--- src/rtl/pwlock_pkg.sv ---
package pwlock_pkg;
   typedef enum logic [1:0] {
      OP_NONE    = 2'd0,
      OP_PRESENT = 2'd1,
      OP_WRITE   = 2'd2
   } pw_op_e;

   localparam logic [3:0] DEV_FAMILY = 4'hA;
endpackage

--- src/rtl/pwlock_frame_parser.sv ---
module pwlock_frame_parser
   import pwlock_pkg::*;
#(
   parameter int          PW_W       = 32,
   parameter logic [7:0]  SYS_HI     = 8'h09,
   parameter logic [7:0]  SYS_LO     = 8'h00,
   parameter logic [7:0]  CODE_SHOW  = 8'h09,
   parameter logic [7:0]  CODE_SET   = 8'h07
) (
   input  logic            clk,
   input  logic            rst_n,
   input  logic            en,
   input  logic            start,
   input  logic            stop,
   input  logic            bit_in,
   input  logic            byte_vld,
   input  logic [7:0]      byte_in,
   input  logic            ack_end,
   input  logic [1:0]      pins,
   output logic            launch,
   output pw_op_e          op,
   output logic [PW_W-1:0] pw
);
   localparam int PW_BYTES  = PW_W / 8;
   localparam int IX_PW1    = 3;
   localparam int IX_CODE   = IX_PW1 + PW_BYTES;
   localparam int IX_PW2    = IX_CODE + 1;
   localparam int FRAME_LEN = IX_PW2 + PW_BYTES;
   localparam int CW        = $clog2(FRAME_LEN + 1);

   logic [CW-1:0]   cnt_q;
   logic            ok_q, armed_q;
   logic [PW_W-1:0] pw1_q, pw2_q;
   pw_op_e          op_q;
   logic [7:0]      sel_byte;
   logic            frame_good;

   assign sel_byte   = {DEV_FAMILY, 1'b1, pins, 1'b0};
   assign frame_good = ok_q && (cnt_q == CW'(FRAME_LEN)) && (pw1_q == pw2_q)
                       && (op_q != OP_NONE);

   always_ff @(posedge clk or negedge rst_n) begin
      if (!rst_n) begin
         cnt_q   <= '0;
         ok_q    <= 1'b0;
         armed_q <= 1'b0;
         pw1_q   <= '0;
         pw2_q   <= '0;
         op_q    <= OP_NONE;
      end else if (en) begin
         if (start) begin
            cnt_q   <= '0;
            ok_q    <= 1'b1;
            armed_q <= 1'b0;
            op_q    <= OP_NONE;
         end else if (stop) begin
            ok_q    <= 1'b0;
            armed_q <= 1'b0;
         end else begin
            if (bit_in || byte_vld) armed_q <= 1'b0;
            if (byte_vld && ok_q) begin
               if (cnt_q == CW'(FRAME_LEN)) ok_q <= 1'b0;
               else                         cnt_q <= cnt_q + 1'b1;
               if (cnt_q == CW'(0) && byte_in != sel_byte) ok_q <= 1'b0;
               if (cnt_q == CW'(1) && byte_in != SYS_HI)   ok_q <= 1'b0;
               if (cnt_q == CW'(2) && byte_in != SYS_LO)   ok_q <= 1'b0;
               if (cnt_q >= CW'(IX_PW1) && cnt_q < CW'(IX_CODE))
                  pw1_q <= {pw1_q[PW_W-9:0], byte_in};
               if (cnt_q == CW'(IX_CODE)) begin
                  if (byte_in == CODE_SHOW)     op_q <= OP_PRESENT;
                  else if (byte_in == CODE_SET) op_q <= OP_WRITE;
                  else                          ok_q <= 1'b0;
               end
               if (cnt_q >= CW'(IX_PW2) && cnt_q < CW'(FRAME_LEN))
                  pw2_q <= {pw2_q[PW_W-9:0], byte_in};
            end
            if (ack_end) armed_q <= frame_good;
         end
      end
   end

   assign launch = en && stop && armed_q;
   assign op     = op_q;
   assign pw     = pw1_q;
endmodule

--- src/rtl/pwlock_exec.sv ---
module pwlock_exec
   import pwlock_pkg::*;
#(
   parameter int PW_W  = 32,
   parameter int DELAY = 2500
) (
   input  logic            clk,
   input  logic            rst_n,
   input  logic            launch,
   input  pw_op_e          op,
   input  logic [PW_W-1:0] pw,
   input  logic [PW_W-1:0] pw_stored,
   output logic            busy,
   output logic            rights,
   output logic            wr_en,
   output logic [PW_W-1:0] wr_data
);
   localparam int DW = $clog2(DELAY + 1);

   logic [DW-1:0]   left_q;
   pw_op_e          op_q;
   logic [PW_W-1:0] pw_q;

   always_ff @(posedge clk or negedge rst_n) begin
      if (!rst_n) begin
         busy    <= 1'b0;
         rights  <= 1'b0;
         wr_en   <= 1'b0;
         wr_data <= '0;
         left_q  <= '0;
         op_q    <= OP_NONE;
         pw_q    <= '0;
      end else begin
         wr_en <= 1'b0;
         if (launch) begin
            busy   <= 1'b1;
            left_q <= DW'(DELAY - 1);
            op_q   <= op;
            pw_q   <= pw;
         end else if (busy) begin
            if (left_q == '0) begin
               busy <= 1'b0;
               if (op_q == OP_PRESENT) rights <= (pw_q == pw_stored);
               if (op_q == OP_WRITE && rights) begin
                  wr_en   <= 1'b1;
                  wr_data <= pw_q;
               end
            end else begin
               left_q <= left_q - 1'b1;
            end
         end
      end
   end
endmodule

--- src/rtl/pwlock_sector_gate.sv ---
module pwlock_sector_gate #(
   parameter int N_SECT    = 64,
   parameter bit REG_QUERY = 1'b0
) (
   input  logic                      clk,
   input  logic                      rst_n,
   input  logic [$clog2(N_SECT)-1:0] sect,
   input  logic [N_SECT-1:0]         lock_vec,
   input  logic                      rights,
   output logic                      wr_ok
);
   logic decide;
   assign decide = rights || !lock_vec[sect];

   generate
      if (REG_QUERY) begin : g_reg
         always_ff @(posedge clk or negedge rst_n) begin
            if (!rst_n) wr_ok <= 1'b0;
            else        wr_ok <= decide;
         end
      end else begin : g_comb
         assign wr_ok = decide;
      end
   endgenerate
endmodule

--- src/rtl/pwlock_top.sv ---
module pwlock_top
   import pwlock_pkg::*;
#(
   parameter int N_SECT    = 64,
   parameter int PW_W      = 32,
   parameter int DELAY     = 2500,
   parameter bit REG_QUERY = 1'b0
) (
   input  logic                      clk,
   input  logic                      rst_n,
   input  logic                      i_start,
   input  logic                      i_stop,
   input  logic                      i_bit,
   input  logic                      i_byte_vld,
   input  logic [7:0]                i_byte,
   input  logic                      i_ack_end,
   input  logic [1:0]                i_pins,
   output logic                      o_hold_off,
   input  logic [$clog2(N_SECT)-1:0] i_sect,
   output logic                      o_sect_wr_ok,
   input  logic [N_SECT-1:0]         i_lock_vec,
   input  logic [PW_W-1:0]           i_pw_stored,
   output logic                      o_pw_wr,
   output logic [PW_W-1:0]           o_pw_wr_data
);
   generate
      if (PW_W % 8 != 0 || PW_W < 16) begin : g_bad_pw
         $error("pwlock_top: PW_W must be a multiple of 8 and at least 16");
      end
      if (DELAY < 1) begin : g_bad_delay
         $error("pwlock_top: DELAY must be at least 1");
      end
      if (N_SECT < 2 || (N_SECT & (N_SECT - 1)) != 0) begin : g_bad_sect
         $error("pwlock_top: N_SECT must be a power of two");
      end
   endgenerate

   logic            launch_w, rights_w;
   pw_op_e          op_w;
   logic [PW_W-1:0] pw_w;

   pwlock_frame_parser #(.PW_W(PW_W)) u_parse (
      .clk(clk), .rst_n(rst_n), .en(!o_hold_off),
      .start(i_start), .stop(i_stop), .bit_in(i_bit),
      .byte_vld(i_byte_vld), .byte_in(i_byte), .ack_end(i_ack_end),
      .pins(i_pins), .launch(launch_w), .op(op_w), .pw(pw_w)
   );

   pwlock_exec #(.PW_W(PW_W), .DELAY(DELAY)) u_exec (
      .clk(clk), .rst_n(rst_n), .launch(launch_w), .op(op_w), .pw(pw_w),
      .pw_stored(i_pw_stored), .busy(o_hold_off), .rights(rights_w),
      .wr_en(o_pw_wr), .wr_data(o_pw_wr_data)
   );

   pwlock_sector_gate #(.N_SECT(N_SECT), .REG_QUERY(REG_QUERY)) u_gate (
      .clk(clk), .rst_n(rst_n), .sect(i_sect), .lock_vec(i_lock_vec),
      .rights(rights_w), .wr_ok(o_sect_wr_ok)
   );
endmodule

--- config.mk ---
export PLATFORM = sky130hd
export DESIGN_NAME = pwlock_top
export DESIGN_NICKNAME = d
export VERILOG_FILES = /design/src/rtl/pwlock_pkg.sv /design/src/rtl/pwlock_frame_parser.sv /design/src/rtl/pwlock_exec.sv /design/src/rtl/pwlock_sector_gate.sv /design/src/rtl/pwlock_top.sv
export SDC_FILE = /design/constraint.sdc
export NUM_CORES = 1
export LEC_CHECK = 0
export CORE_MARGIN = 2
export CORE_UTILIZATION = 67
export DETAILED_ROUTE_END_ITERATION = 10
export DONT_BUFFER_PORTS = 1
export PLACE_DENSITY = 0.83
export SETUP_SLACK_MARGIN = 0.1
export SYNTH_ARGS = -nofsm -noshare
export SYNTH_HDL_FRONTEND = slang
export SYNTH_SLANG_ARGS = --single-unit
--- constraint.sdc ---
create_clock -name clk -period 5.49 [get_ports clk]
set_input_delay 0.8235 -clock clk [delete_from_list [all_inputs] [get_ports clk]]
set_output_delay 0.8235 -clock clk [all_outputs]
set_load 0.01 [all_outputs]
==> results.py, run 1 <==
metrics = {
    "status": {
        "outcome": "finished clean",
    },
    "run": {
        "maxCapViolCount": 0,
    },
    "place": {
        "gp_congestion": 0.831,
        "portBuffers": 0,
        "dp_cells": 745,
        "dp_hpwl_um": 12200,
    },
    "global_routing": {
        "track_usage": 0.304,
        "grt_pass1_wl_um": 27000,
        "grt_pass1_vias": 5050,
        "antenna_found_initial": 3,
        "overflow": 0,
        "grt_max_degree": 154,
    },
    "timing": {
        "setup_viol": 0,
        "fmax_ghz": 0.320,
        "hold_violations": 0,
        "min_period_over_period": 0.570,
        "tightest_slew_ns": 1.07,
        "rsz0062_at_grt": "no",
        "finalMaxSlewViolations": 0,
        "fin_skew_ns": 0.0123,
        "fin_crit_ns": 3.13,
        "worst_slew_margin_rel": 0.281,
        "setup_tns_ns": 0,
    },
    "critical_path": {
        "critPathKind": "in2out",
        "reg2reg_to": "u_exec.wr_data[13]$_DFFE_PN0P_",
        "start_kind": "input pin",
        "rr_startpoint": "u_exec.left_q[5]$_DFFE_PN0P_",
        "r2r_cells": 5,
        "crit_family": "multiplexers",
        "slowest_delay_ns": 0.47,
        "crit_buf_inv": 0,
        "r2r_slack_ns": 2.59,
        "cp_max_fo": 18,
        "arrival_ns": 2.31,
        "end_kind": "output pin",
        "crit_path_cell_trace": "mux4_2 > mux4_2 > nand2b_1 > a211oi_1",
        "cp.depth": 4,
        "slowest_stage": "mux4_2",
        "crit_top_cell": "mux4_2",
        "required_ns": 4.67,
    },
    "detailed_routing": {
        "drc": 0,
        "vias": 5042,
        "wl_per_cell_um": 23.3,
        "drt_iter0_drc": 480,
        "ant_nets": 0,
        "first_pass_iters": 7,
        "vias_per_cell": 6.46,
        "drt_wl_total_um": 18100,
    },
    "logic_synthesis": {
        "syn_area_um2": 7580,
        "async_flop_share": 1.00,
        "yosysUniqueCellTypes": 48,
        "syn_nets": 752,
        "synth_flop_cell": "dfrtp_1",
        "netlist_instances": 628,
        "synth_seq_area_share": 0.505,
        "syn_area_per_cell_um2": 12.1,
        "synth-seq-cells": 153,
        "synth_edf_count": 0,
        "ys_warn_count": 0,
    },
    "clock_tree": {
        "cts_buffers": 17,
        "hold_buffers": 0,
        "cts_buffer_depth": 2,
        "cts_root_buf": "clkbuf_16",
        "cts_max_level": 4,
        "clock_latency_ns": 0.43,
        "clock-sinks": 153,
        "post_cts_buffers": 0,
        "cts_tree": "done",
        "clkSlewWorstSetupHoldPaths_ns": 0.06,
        "postCtsResizedCells": 0,
    },
    "floorplanning": {
        "die_h_um": 110,
        "rows": 38,
        "die_x_um": 110,
        "core_um2": 10900,
        "dieArea_um2": 12200,
        "num_io_pins": 154,
        "floorplan.initialDensity": 0.693,
    },
    "power": {
        "total_power_mw": 2.47,
        "power_density_nw_per_um2": 297,
        "leakage_nw": 4.25,
        "peakVddDrop_mv": 0.295,
    },
    "layout": {
        "layout-drive-gt1-share": 0.237,
        "fin_cells": 780,
        "area_growth_pct": 9.58,
        "final_nets": 748,
    },
    "min_path": {
        "hold_class": "in2async",
    },
}
-- state kept, by name (all words and copies together), names as in the netlist --
register         count
u_exec.busy          1
u_exec.left_q       12
u_exec.op_q          2
u_exec.pw_q         32
u_exec.rights        1
u_exec.wr_data      32
u_exec.wr_en         1
u_parse.armed_q      1
u_parse.cnt_q        4
u_parse.ok_q         1
u_parse.op           2
u_parse.pw          32
u_parse.pw2_q       32
-- report_power, final --
group          switching (mW)  total [mW]  leakage, nW  internal [mW]
sequential           0.000745        1.13         2.07           1.13
clock                   0.459        1.29        0.315          0.834
combinational          0.0150      0.0477         1.86         0.0327
-- Yosys cell counts, drive strengths merged (2+ instances only) --
master / n / area [um^2]
dfrtp: 153 / 3830
nand2: 114 / 428
mux2: 97 / 1200
xor2: 63 / 552
nor4: 20 / 138
clkbuf: 16 / 60.1
mux4: 15 / 338
nor2: 13 / 48.8
buf: 11 / 104
xnor2: 11 / 96.3
inv: 10 / 37.5
o21ai: 9 / 45.0
mux2i: 8 / 80.1
nor3: 8 / 40.0
a21oi: 6 / 30.0
nand2b: 6 / 37.5
nand3: 6 / 30.0
nand4: 6 / 37.5
a211oi: 5 / 37.5
ha: 5 / 62.6
nor2b: 5 / 31.3
o22ai: 4 / 25.0
or4: 4 / 33.8
nand3b: 3 / 22.5
nor4b: 3 / 26.3
o211ai: 3 / 22.5
o41ai: 3 / 26.3
or3: 3 / 18.8
a31oi: 2 / 12.5
nor3b: 2 / 15.0
o2111ai: 2 / 17.5
o21a: 2 / 15.0
-- per-layer routing --
layer,global-route usage,up-vias,wire [um]
met4,0.167,0,850
met2,0.500,250,8880
met5,0,-,0
li1,-,2207,-
met3,0.0635,56,1340
met1,0.377,2529,7080
-- kinds of logic (layout without fill, tap and decap cells) --
| logic type | after synthesis | after routing | share of synthesized area |
|---|---|---|---|
| buf+inv | 38 | 47 | 0.0271 |
| compound gates | 41 | 41 | 0.0358 |
| mux | 120 | 120 | 0.214 |
| fa+ha+maj | 5 | 5 | 0.00826 |
| flops | 153 | 153 | 0.505 |
| other cells | 0 | 3 | 0 |
| xor+xnor | 74 | 74 | 0.0855 |
| simple gates | 197 | 197 | 0.124 |
-- worst reg2reg max path, delay by kind of cell, from the launching register on --
family / cells / cell delay [ns]
muxes: 1 / 0.49
and+or+nand+nor: 4 / 1.88
DFF: 1 / 0.41
-- worst max path at each step --
stage | slack (ns) | end | start
after detailed placement | 2.34 | o_sect_wr_ok | i_sect[1]
after CTS | 2.35 | o_sect_wr_ok | i_sect[1]
after global routing | 2.33 | o_sect_wr_ok | i_sect[1]
final | 2.36 | o_sect_wr_ok | i_sect[1]
after floorplan | 2.09 | o_sect_wr_ok | i_sect[1]
after global placement | 2.39 | o_sect_wr_ok | i_sect[1]
-- layout make-up --
type / instances / area, um^2
sequential: 153 / 3830
tap: 140 / 175
inverter: 11 / 41.3
clock buffer: 22 / 464
multi-input combinational: 437 / 3570
timing repair buffer: 4 / 30.0
fill: 649 / 2630
antenna: 3 / 7.51
clock inverter: 10 / 189
-- stage by stage --
| step | setup WS [ns] | util | hold WS (ns) | cell area [um^2] |
|---|---|---|---|---|
| after floorplan | 2.09 | - | 0.447 | 7580 |
| after global placement | 2.39 | 0.699 | 0.463 | 7640 |
| after detailed placement | 2.34 | 0.699 | 0.475 | 7640 |
| after CTS | 2.35 | 0.758 | 0.0830 | 8290 |
| after global routing | 2.33 | 0.759 | 0.0823 | 8300 |
| final | 2.36 | 0.759 | 0.0969 | 8300 |
-- placed cells by master, fill, tap and decap left out, types with 2 or more instances in the layout --
cell / synthesis / routed
clkbuf_16: 0 / 17
nand4_1: 6 / 6
nor2b_1: 5 / 5
inv_6: 0 / 2
nand2b_1: 6 / 6
nor3b_1: 2 / 2
o22ai_1: 4 / 4
xor2_1: 63 / 63
o2111ai_1: 2 / 2
clkbuf_1: 16 / 3
o41ai_1: 3 / 2
nor4b_1: 3 / 2
mux2i_1: 8 / 8
o211ai_1: 3 / 3
o21a_1: 2 / 2
mux2_4: 29 / 29
xnor2_1: 11 / 11
mux2_2: 68 / 68
o21ai_0: 9 / 9
or3_1: 3 / 2
a31oi_1: 2 / 2
mux4_2: 15 / 15
clkbuf_8: 0 / 2
diode_2: 0 / 3
nand3_1: 6 / 6
inv_1: 10 / 10
nor2_1: 13 / 13
buf_4: 0 / 4
dfrtp_1: 153 / 153
ha_1: 5 / 5
nor3_1: 8 / 8
nor4_1: 18 / 18
a211oi_1: 5 / 5
nand2_1: 114 / 114
a21oi_1: 6 / 6
or4_1: 3 / 3
bufinv_16: 0 / 5
nand3b_1: 3 / 3
Power figures use the tool's default switching activity.
==> run 2, diff against run 1 <==
- ABC_AREA: not set -> 1
- CORE_UTILIZATION: 67 -> 64
- PLACE_DENSITY: 0.83 -> 0.8
- clock period: 5.49 -> 2.9 ns (I/O delays scaled with it)
==> run 2 against run 1 <==
The flow now finishes with violations (negative hold slack). Via count grew 27%. Clock power grew 71%. Register-to-register slack lost 1.8 ns. Synthesized cell count grew 59%. Sequential power grew 89%. Clock skew shrank 0.0045 ns. Setup slack lost 1.6 ns. Hold slack lost 0.39 ns. Utilization shrank 5.2 points.
==> results.py, run 2 <==
metrics = {
    "status": {
        "outcome": "complete, but fails checks",
        "violations": "negative hold slack",
    },
    "timing": {
        "tightest_slew_ns": 0.560,
        "fin_skew_ns": 0.00782,
        "fin_crit_ns": 2.09,
        "setup_viol": 0,
        "hold_violations": 153,
        "rsz0062_at_grt": "no",
        "setup_tns_ns": 0,
        "worst_slew_margin_rel": 0.626,
        "fmax_ghz": 0.478,
        "finalMaxSlewViolations": 0,
        "whs_ns": -0.297,
        "min_period_over_period": 0.721,
    },
    "critical_path": {
        "crit_buf_inv": 2,
        "r2r_cells": 9,
        "rr_startpoint": "u_exec.left_q[0]$_DFFE_PN0P_",
        "cp_max_fo": 33,
        "startpoint": "i_sect[0]",
        "required_ns": 2.47,
        "crit_end": "o_sect_wr_ok",
        "crit_top_cell": "nand2_1",
        "end_kind": "output pin",
        "slowest_delay_ns": 0.30,
        "arrival_ns": 1.66,
        "crit_family": "simple AND/OR/NAND/NOR gates",
        "slowest_stage": "buf_4",
        "cp.depth": 11,
        "critPathKind": "in2out",
        "r2r_slack_ns": 0.83,
        "start_kind": "input pin",
        "reg2reg_to": "u_exec.wr_data[4]$_DFFE_PN0P_",
        "crit_path_cell_trace": "inv_1 > buf_4 > nand2_1 > nand3_1 > nand3_1 > nand2_1 > nand2_1 > nand3_1 > nand3_1 > nand2_1 > nand2_1",
    },
    "layout": {
        "final_cell_mix": "nand2_1 (292), dfrtp_1 (153), inv_1 (125), o21ai_0 (106), nand3_1 (84)",
        "final_nets": 1105,
        "diodes": 0,
        "finalInstanceArea_um2": 8500,
        "layout-drive-gt1-share": 0.0835,
        "fill_cells": 950,
        "area_growth_pct": 8.05,
        "layout_commonest_cell": "nand2_1",
    },
    "logic_synthesis": {
        "netlist_instances": 996,
        "synthTopCellsByCount": "nand2_1 (292), dfrtp_1 (153), inv_1 (125), o21ai_0 (106), nand3_1 (85)",
        "syn_area_per_cell_um2": 7.90,
        "synth_seq_area_share": 0.487,
        "ys_warn_count": 0,
        "syn_area_um2": 7870,
        "async_flop_share": 1.00,
        "yosysUniqueCellTypes": 32,
        "synth_edf_count": 0,
        "syn_nets": 1120,
        "synth_area_leaders": "dfrtp_1 (49%), nand2_1 (14%), o21ai_0 (6.7%), inv_1 (6.0%), nand3_1 (5.4%)",
        "yosysTopAreaCell": "dfrtp_1",
        "synth-seq-cells": 153,
        "synth_flop_cell": "dfrtp_1",
        "yosysMostFrequentCell": "nand2_1",
        "synth_top_area_frac": 0.487,
    },
    "detailed_routing": {
        "vias": 6428,
        "wl_per_cell_um": 15.8,
        "vias_per_cell": 5.63,
        "drt_wl_total_um": 18100,
        "first_pass_iters": 5,
        "ant_nets": 0,
        "drc": 0,
        "drt_iter0_drc": 606,
    },
    "global_routing": {
        "use_met3": 0.0865,
        "met1_usage": 0.376,
        "grt_pass1_vias": 5932,
        "busiest_layer": "met2",
        "met2_usage": 0.447,
        "overflow": 0,
        "grt_pass1_wl_um": 29100,
        "antenna_found_initial": 0,
        "track_usage": 0.284,
        "grt_max_degree": 154,
    },
    "run": {
        "maxCapViolCount": 0,
    },
    "place": {
        "gp_congestion": 0.885,
        "portBuffers": 0,
        "dpl_cell_area_um2": 7910,
        "dp_hpwl_um": 12800,
    },
    "clock_tree": {
        "clkSlewWorstSetupHoldPaths_ns": 0.06,
        "postCtsResizedCells": 0,
        "cts_tree": "done",
        "cts_root_buf": "clkbuf_16",
        "clock_latency_ns": 0.43,
        "cts_buffer_depth": 2,
        "clock-sinks": 153,
        "cts_buffers": 17,
        "post_cts_buffers": 0,
        "cts_max_level": 4,
    },
    "floorplanning": {
        "rows": 40,
        "dieArea_um2": 13200,
        "floorplan.initialDensity": 0.655,
        "core_um2": 12000,
        "die_x_um": 115,
        "die_h_um": 115,
        "num_io_pins": 154,
    },
    "power": {
        "leakage_nw": 4.00,
        "peakVddDrop_mv": 0.513,
        "power_density_nw_per_um2": 526,
    },
    "min_path": {
        "hold_class": "in2async",
    },
}
## run 2: changes by cell type after synthesis, sizes merged, moves of 10 or more
cell / delta
nand2: +188
nor4: -20
nor3: +13
nand3: +81
xor2: -52
mux2: -94
nor2: +23
inv: +115
or2: +10
mux4: -15
xnor2: +15
o21ai: +127
## run 2: how the worst min path moves through the flow
stage | start | to | slack [ns]
global route | rst_n | u_exec.wr_data[27]$_DFFE_PN0P_ | -0.32
global placement | rst_n | u_exec.wr_data[27]$_DFFE_PN0P_ | 0.14
detailed placement | rst_n | u_exec.wr_data[2]$_DFFE_PN0P_ | 0.14
finish | rst_n | u_exec.wr_data[27]$_DFFE_PN0P_ | -0.30
floorplan | rst_n | u_exec.busy$_DFF_PN0_ | 0.14
CTS | rst_n | u_exec.left_q[5]$_DFFE_PN0P_ | -0.31
## run 2: area by class of cell
type,count,area [um^2],share of cell area
clock buffers,19,433,0.0509
repair buffers,6,57.6,0.00677
flip-flops and latches,153,3830,0.450
well taps,147,184,0.0216
multi-input cells,678,3370,0.397
clock inverters,13,153,0.0180
inverters,125,469,0.0552
## run 2: cells by family (layout without fill, tap and decap cells)
family / count (synthesis) / in the layout / synth area share
AO/OA/AOI/OAI: 162 / 162 / 0.115
AND/OR/NAND/NOR: 471 / 471 / 0.259
adder cells (fa/ha/maj): 5 / 5 / 0.00795
flip-flops: 153 / 153 / 0.487
XOR/XNOR: 37 / 37 / 0.0412
buffers and inverters: 165 / 163 / 0.0857
multiplexers: 3 / 3 / 0.00429
## run 2: power by group
group	internal (mW)	switching, mW	total, mW
Clock	1.35	0.860	2.20
Combinational	0.0552	0.0687	0.124
Sequential	2.14	0.00135	2.14
## run 2: stage by stage
step,setup WS (ns),instances,power (mW),util
6_report,0.808,1141,4.47,0.708
4_1_cts,0.822,1141,4.50,0.708
3_5_place_dp,0.831,1109,2.30,0.659
3_3_place_gp,0.919,1109,2.30,0.659
5_1_grt,0.682,1141,4.62,0.708
2_1_floorplan,0.953,996,2.29,-
## run 2: routing by layer
layer	share of wire	vias up	wire [um]
li1	-	3158	-
met1	0.44	3026	7890
met2	0.47	205	8450
met3	0.069	39	1250
met4	0.025	0	456
met5	0	-	0
